[config.mk]
export PLATFORM = sky130hd
export DESIGN_NAME = xcpt_tracker
export DESIGN_NICKNAME = d
export VERILOG_FILES = /design/src/rtl/xcpt_pkg.sv /design/src/rtl/xcpt_slot.sv /design/src/rtl/xcpt_commit.sv /design/src/rtl/xcpt_tracker.sv
export SDC_FILE = /design/constraint.sdc
export NUM_CORES = 1
export LEC_CHECK = 0
export ABC_AREA = 0
export BUFFER_PORTS_ARGS = -buffer_cell sky130_fd_sc_hd__buf_2
export CAP_MARGIN = 0
export CORE_MARGIN = 2
export CORE_UTILIZATION = 35
export DETAILED_ROUTE_END_ITERATION = 8
export PLACE_DENSITY = 0.62
export SYNTH_ARGS = -nofsm -noshare
export SYNTH_HDL_FRONTEND = slang
export SYNTH_SLANG_ARGS = --single-unit
[constraint.sdc]
create_clock -name clk -period 2 [get_ports clk]
set_clock_uncertainty 0.1 [all_clocks]
set_input_delay 0.6 -clock clk [delete_from_list [all_inputs] [get_ports clk]]
set_output_delay 0.6 -clock clk [all_outputs]
set_load 0.05 [all_outputs]
[src/rtl/xcpt_pkg.sv]
package xcpt_pkg;
   typedef enum logic [2:0] {
      XC_NONE = 3'd0,
      XC_ITLB = 3'd1,
      XC_ILL  = 3'd2,
      XC_OVF  = 3'd3,
      XC_DTLB = 3'd4,
      XC_IRQ  = 3'd5
   } xc_cause_e;

   // slots beyond fetch: decode, execute, memory, write-back
   localparam int N_SLOTS  = 4;
   // index of the slot array where branches resolve (0 = fetch)
   localparam int BR_STAGE = 2;

   // first raised cause sticks to an instruction
   function automatic xc_cause_e xc_merge(input xc_cause_e held, input xc_cause_e raised);
      return (held != XC_NONE) ? held : raised;
   endfunction
endpackage

[src/rtl/xcpt_slot.sv]
module xcpt_slot
   import xcpt_pkg::*;
#(
   parameter int PC_W = 32
) (
   input  logic            clk,
   input  logic            rst_n,
   input  logic            flush,
   input  logic            kill,
   input  logic            in_valid,
   input  logic [PC_W-1:0] in_pc,
   input  xc_cause_e       in_cause,
   input  xc_cause_e       raise,
   output logic            out_valid,
   output logic [PC_W-1:0] out_pc,
   output xc_cause_e       out_cause
);
   always_ff @(posedge clk) begin
      if (!rst_n) begin
         out_valid <= 1'b0;
         out_pc    <= '0;
         out_cause <= XC_NONE;
      end else if (flush || kill) begin
         out_valid <= 1'b0;
         out_cause <= XC_NONE;
      end else begin
         out_valid <= in_valid;
         out_pc    <= in_pc;
         out_cause <= in_valid ? xc_merge(in_cause, raise) : XC_NONE;
      end
   end
endmodule

[src/rtl/xcpt_commit.sv]
module xcpt_commit
   import xcpt_pkg::*;
#(
   parameter int              PC_W   = 32,
   parameter logic [PC_W-1:0] VECTOR = '0
) (
   input  logic            clk,
   input  logic            rst_n,
   input  logic            wb_valid,
   input  logic [PC_W-1:0] wb_pc,
   input  xc_cause_e       wb_cause,
   input  logic            br_ok,
   input  logic [PC_W-1:0] br_target,
   output logic            take,
   output logic [PC_W-1:0] epc,
   output logic [2:0]      cause,
   output logic            redir_valid,
   output logic [PC_W-1:0] redir_pc
);
   assign take        = wb_valid && (wb_cause != XC_NONE);
   assign redir_valid = take || br_ok;
   assign redir_pc    = take ? VECTOR : br_target;

   always_ff @(posedge clk) begin
      if (!rst_n) begin
         epc   <= '0;
         cause <= 3'd0;
      end else if (take) begin
         epc   <= wb_pc;
         cause <= wb_cause;
      end
   end
endmodule

[src/rtl/xcpt_tracker.sv]
module xcpt_tracker
   import xcpt_pkg::*;
#(
   parameter int              PC_W   = 32,
   parameter logic [PC_W-1:0] VECTOR = 'h80
) (
   input  logic            clk,
   input  logic            rst_n,
   input  logic            if_valid,
   input  logic [PC_W-1:0] if_pc,
   input  logic            if_itlb_fault,
   input  logic            irq_level,
   input  logic            id_illegal,
   input  logic            ex_overflow,
   input  logic            ex_branch,
   input  logic [PC_W-1:0] ex_target,
   input  logic            mem_dtlb_fault,
   output logic            mem_wr_ok,
   output logic            wb_wr_ok,
   output logic            xc_take,
   output logic [PC_W-1:0] xc_epc,
   output logic [2:0]      xc_cause,
   output logic            redir_valid,
   output logic [PC_W-1:0] redir_pc
);
   localparam int LAST = N_SLOTS;
   localparam int MEMS = N_SLOTS - 1;

   if (PC_W < 8) begin : g_bad_width
      $error("xcpt_tracker: PC_W must be at least 8");
   end
   if (VECTOR[1:0] != 2'b00) begin : g_bad_vector
      $error("xcpt_tracker: VECTOR must be word aligned");
   end

   // slot 0 is the fetch slot, slots 1..LAST are registered
   logic            sv  [0:LAST];
   logic [PC_W-1:0] spc [0:LAST];
   xc_cause_e       sc  [0:LAST];
   xc_cause_e       raise [0:LAST-1];
   logic            br_ok;

   assign sv[0]  = if_valid || irq_level;
   assign spc[0] = if_pc;
   assign sc[0]  = XC_NONE;

   assign raise[0] = irq_level ? XC_IRQ : (if_itlb_fault ? XC_ITLB : XC_NONE);
   assign raise[1] = id_illegal     ? XC_ILL  : XC_NONE;
   assign raise[2] = ex_overflow    ? XC_OVF  : XC_NONE;
   assign raise[3] = mem_dtlb_fault ? XC_DTLB : XC_NONE;

   assign br_ok = ex_branch && sv[BR_STAGE] && (sc[BR_STAGE] == XC_NONE);

   for (genvar k = 0; k < N_SLOTS; k++) begin : g_slot
      xcpt_slot #(.PC_W(PC_W)) u_slot (
         .clk       (clk),
         .rst_n     (rst_n),
         .flush     (xc_take),
         .kill      (br_ok && (k < BR_STAGE)),
         .in_valid  (sv[k]),
         .in_pc     (spc[k]),
         .in_cause  (sc[k]),
         .raise     (raise[k]),
         .out_valid (sv[k+1]),
         .out_pc    (spc[k+1]),
         .out_cause (sc[k+1])
      );
   end

   xcpt_commit #(.PC_W(PC_W), .VECTOR(VECTOR)) u_commit (
      .clk         (clk),
      .rst_n       (rst_n),
      .wb_valid    (sv[LAST]),
      .wb_pc       (spc[LAST]),
      .wb_cause    (sc[LAST]),
      .br_ok       (br_ok),
      .br_target   (ex_target),
      .take        (xc_take),
      .epc         (xc_epc),
      .cause       (xc_cause),
      .redir_valid (redir_valid),
      .redir_pc    (redir_pc)
   );

   assign wb_wr_ok  = sv[LAST] && (sc[LAST] == XC_NONE);
   assign mem_wr_ok = sv[MEMS] && (sc[MEMS] == XC_NONE) && !mem_dtlb_fault && !xc_take;
endmodule

; ---- Word level (Yosys, flattened, before mapping)
; Cells that the tools add are included.
; Widths: inputs -> output; s select.
[word_totals]
word_cells = 54
out_inout_bits = 71
register_bits = 179
[classes]
bitwise = 5
n_mux = 9
n_reduce_logical = 25
[op_table]
columns = cell, count
row1 = $mux 32, 1
row2 = $mux 3, 5
row3 = $reduce_bool 3->1, 4
row4 = $reduce_or 3->1, 4
row5 = $logic_not 3->1, 3
row6 = $logic_and 1x1->1, 7
row7 = $not 1->1, 5
row8 = $mux 2, 2
row9 = $reduce_or 2->1, 2
row10 = $reduce_or 4->1, 1
row11 = $logic_not 1->1, 2
row12 = $logic_or 1x1->1, 2
row13 = $mux 1, 1

; ---- Logic depth before layout (Yosys ltp)
[logic_depth]
ltp_word = 4
depth_mapped = 6

; ---- Hierarchy
; Synthesis repeated with hierarchy kept, for this count alone.
[hier_totals]
hier_cells = 824
hier_area_um2 = 7843.8
[modules_own_cells]
columns = mod, seq_area_each_um2, cells_each, instances, area_each_um2
row1 = xcpt_slot, 720.7, 156, 4, 1567.8
row2 = xcpt_commit, 700.7, 192, 1, 1517.7
row3 = xcpt_tracker, 0.0, 8, 1, 55.1

; ---- Worst setup path after synthesis
; Ideal clock, no wire load.
[synth_path]
path_type = flip-flop to output port
from = register g_slot[3].u_slot.out_valid
to = output port wb_wr_ok
path_stages_with_launch = 2
path_buffers = 0
arrival_time_ns = 2.037
slack_ns = -0.737
path_cell_list = dfxtp_1 nor4b_1
[synth_between]
elab_chain_cells = 1
[synth_rtl]
columns = element, line
row1 = start: declaration, xcpt_slot.sv:14  ; output logic out_valid,
row2 = start signal: assignment, xcpt_slot.sv:27  ; out_valid <= in_valid;
row3 = $logic_and 1x1->1, xcpt_tracker.sv:85  ; assign wb_wr_ok = sv[LAST] && (sc[LAST] == XC_NONE);
row4 = end: declaration, xcpt_tracker.sv:19  ; output logic wb_wr_ok,
; Every way passes these cells.

; ---- Final worst setup path
[layout_path]
from = register g_slot[3].u_slot.out_cause[2]
to = output port redir_valid
[layout_between]
elab_chain_cells = 3
[layout_rtl]
columns = element, line
row1 = start: declaration, xcpt_slot.sv:16  ; output xc_cause_e out_cause
row2 = start signal: assignment, xcpt_slot.sv:29  ; out_cause <= in_valid ? xc_merge(in_cause, raise) : XC_NONE;
row3 = $reduce_bool 3->1, xcpt_commit.sv:20  ; assign take = wb_valid && (wb_cause != XC_NONE);
row4 = $logic_and 1x1->1, xcpt_commit.sv:20
row5 = $logic_or 1x1->1, xcpt_commit.sv:21  ; assign redir_valid = take || br_ok;
row6 = end: declaration, xcpt_tracker.sv:23  ; output logic redir_valid,
; Every way passes these cells.

==> reports/metrics.yaml <==
ff2ff_setup_slack_ns: 0.17
crit_chain: "o31ai_4 > buf_6 > buf_12 > o21a_4 > clkinvlp_4 > buf_6"
powerDensity_nw_per_um2: 875
synth_edf_count: 0
pin_count: 144
cpMostUsedCell: "buf_6"
synth_cells: 721
die_h_um: 141
final.period_utilization_pct: 119
gp_congestion: 0.745
start_util_pct: 35.3
synth_cell_types: 24
rows: 50
setup_violations: 36
cts_hold_buf: 0
slowest_stage: "dfxtp_2"
ys.flop_type: "dfxtp_1"
crit_fanout: 4
die_area_um2: 19900
cts_tree: "built"
area_growth_pct: 33.0
dp_hpwl_um: 8160
clock_latency_ns: 0.42
port_buffers: 143
worstSetupEndpointType: "primary output"
hold_viol_final: 0
antenna_cells: 0
finalPower_uw: 7640
antenna_found_initial: 1
core_area_um2: 18600
rsz0062_at_grt: "true"
ys_ff_latch: 178
grt_pass1_wl_um: 21900
final_area_um2: 8730
hp-class: "input pin to register"
ant_nets: 0
die_w_um: 141
cts_buffers: 17
holdWs_ns: 0.299
drtIter0Drc: 135
synth_nets: 794
vias: 4990
post-route-min-period_ns: 2.39
crit_required_ns: 1.30
final_nets: 934
drv_cap: 0
max_freq_mhz: 419
cts.sinks: 178
synth_area_leaders: "dfxtp_1 (54%), nand2_1 (15%), a21boi_0 (11%)"
worst_ep_arrival_time_ns: 1.69
ys_warn_count: 0
ys_async_sr_fraction_pct: 0
yosysTopAreaCell: "dfxtp_1"
cp-start-kind: "register"
slew_violations: 0
routedWlPerCell_um: 12.1
grt_pass1_vias: 4609
leakagePower_uw: 0.00394
place_area_um2: 7710
slew_headroom_pct: 67.6
synth_top_cell_area_share_pct: 54.3
violations: "negative setup slack"
cpPeakStageDelay_ns: 0.34
worstSetupPathType: "register to primary output"
drive_above_1_share_pct: 28.0
netlist_area_um2: 6560
grt_overflow: 0
status: "finished with violations"
setup_slack_ns: -0.389
h-tree-depth: 4
tns_ns: -11.59
cts_root_buf: "clkbuf_16"
vias_per_cell: 4.50
clk_pin_slew_ns: 0.07
fillerInstances: 1787
clockBufferDepth: 2
worst_slew_pin_slew_ns: 0.486
grt_usage_pct: 13.6
synth-seq-area-share_pct: 54.3
drt_pre_antenna_iters: 5
wl_um: 13400
synth.avg_cell_area_um2: 9.10
grt_max_degree: 65
drc_errors: 0
vdd_drop_max_uv: 560
[metrics by stage]
| stage | std cells | worst slack (ns) | util (%) |
|---|---|---|---|
| 6_report | 1108 | -0.389 | 47.0 |
| 5_1_grt | 1108 | -0.458 | 47.0 |
| 4_1_cts | 1108 | -0.417 | 46.8 |
| 3_5_place_dp | 1069 | -0.0365 | 41.5 |
| 3_3_place_gp | 1069 | -0.0275 | 41.5 |
| 2_1_floorplan | 721 | -0.111 | - |
[worst max-delay path, delay by kind of cell, from the launching register on]
family                 cells  cell delay (ns)
flip-flops                 1             0.34
buffers and inverters      4             0.49
AO/OA/AOI/OAI              2             0.43
[placed cells by master (no fill, tap or decap), drive strengths merged, types with 2 or more instances in the layout]
| cell type | n |
|---|---|
| nor2 | 12 |
| mux2i | 64 |
| clkinvlp | 3 |
| dfxtp | 178 |
| nor3b | 3 |
| and3 | 2 |
| buf | 171 |
| a32o | 2 |
| and2 | 35 |
| nand2 | 262 |
| clkinv | 6 |
| a21boi | 97 |
| clkbuf | 17 |
| a21oi | 2 |
| inv | 10 |
[synthesized netlist by cell type (all sizes together), types with 2 or more instances]
library cell	number
nand2	262
dfxtp	178
a21boi	97
mux2i	64
and2	35
clkbuf	32
buf	18
nor2	12
inv	5
nor3b	3
a21oi	2
a32o	2
and3	2
[final timing paths]
kind / cells past startpoint / endpoint / from
max: 6 / redir_valid / g_slot[3].u_slot.out_cause[2]
min reg2reg: 1 / g_slot[1].u_slot.out_cause[1] / g_slot[0].u_slot.out_cause[0]
min: 3 / g_slot[0].u_slot.out_valid / if_valid
max reg2reg: 7 / g_slot[1].u_slot.out_pc[28] / g_slot[3].u_slot.out_cause[2]
[state kept, by name, indices dropped and copies added, names as in the netlist]
signal	flops
u_commit.epc	32
g_slot.u_slot.out_cause	11
g_slot.u_slot.out_pc	128
g_slot.u_slot.out_valid	4
u_commit.cause	3
[repair_timing]
item | CTS | global route
pin swaps | 15 | 0
buffers inserted | 7 | 2
setup endpoints to repair | 36 | 74
resized for setup | 103 | 6
[per-layer routing]
| layer | part of all wire (%) | up-vias | track usage (%) | routed length, µm |
|---|---|---|---|---|
| li1 | - | 2617 | - | - |
| met1 | 47 | 2272 | 17.0 | 6290 |
| met2 | 48 | 83 | 22.5 | 6370 |
| met3 | 4.0 | 16 | 4.01 | 542 |
| met4 | 1.4 | 2 | 4.42 | 188 |
| met5 | 0.067 | - | 0 | 9 |
[power by group]
part / internal [µW] / switching, µW
Combinational: 308 / 341
Sequential: 3660 / 41.8
Clock: 1780 / 1510
[logic make-up (layout without fill, tap and decap cells)]
| family | Yosys count | in the layout | synth area share (%) |
|---|---|---|---|
| buf+inv | 55 | 208 | 3.70 |
| compound gates | 104 | 104 | 12.1 |
| flops | 178 | 178 | 54.3 |
| mux | 64 | 64 | 9.76 |
| simple gates | 320 | 320 | 20.1 |
[final cells by class]
| type | count | area (µm²) | share of cell area [%] |
|---|---|---|---|
| clock inverters | 15 | 169 | 1.94 |
| repair buffers | 171 | 1370 | 15.7 |
| inverters | 5 | 30.0 | 0.344 |
| clock buffers | 17 | 425 | 4.87 |
| multi-input cells | 488 | 2870 | 32.9 |
| flip-flops and latches | 178 | 3570 | 40.9 |
| well taps | 234 | 293 | 3.35 |
Note: power is estimated with default switching activity, not from simulation.
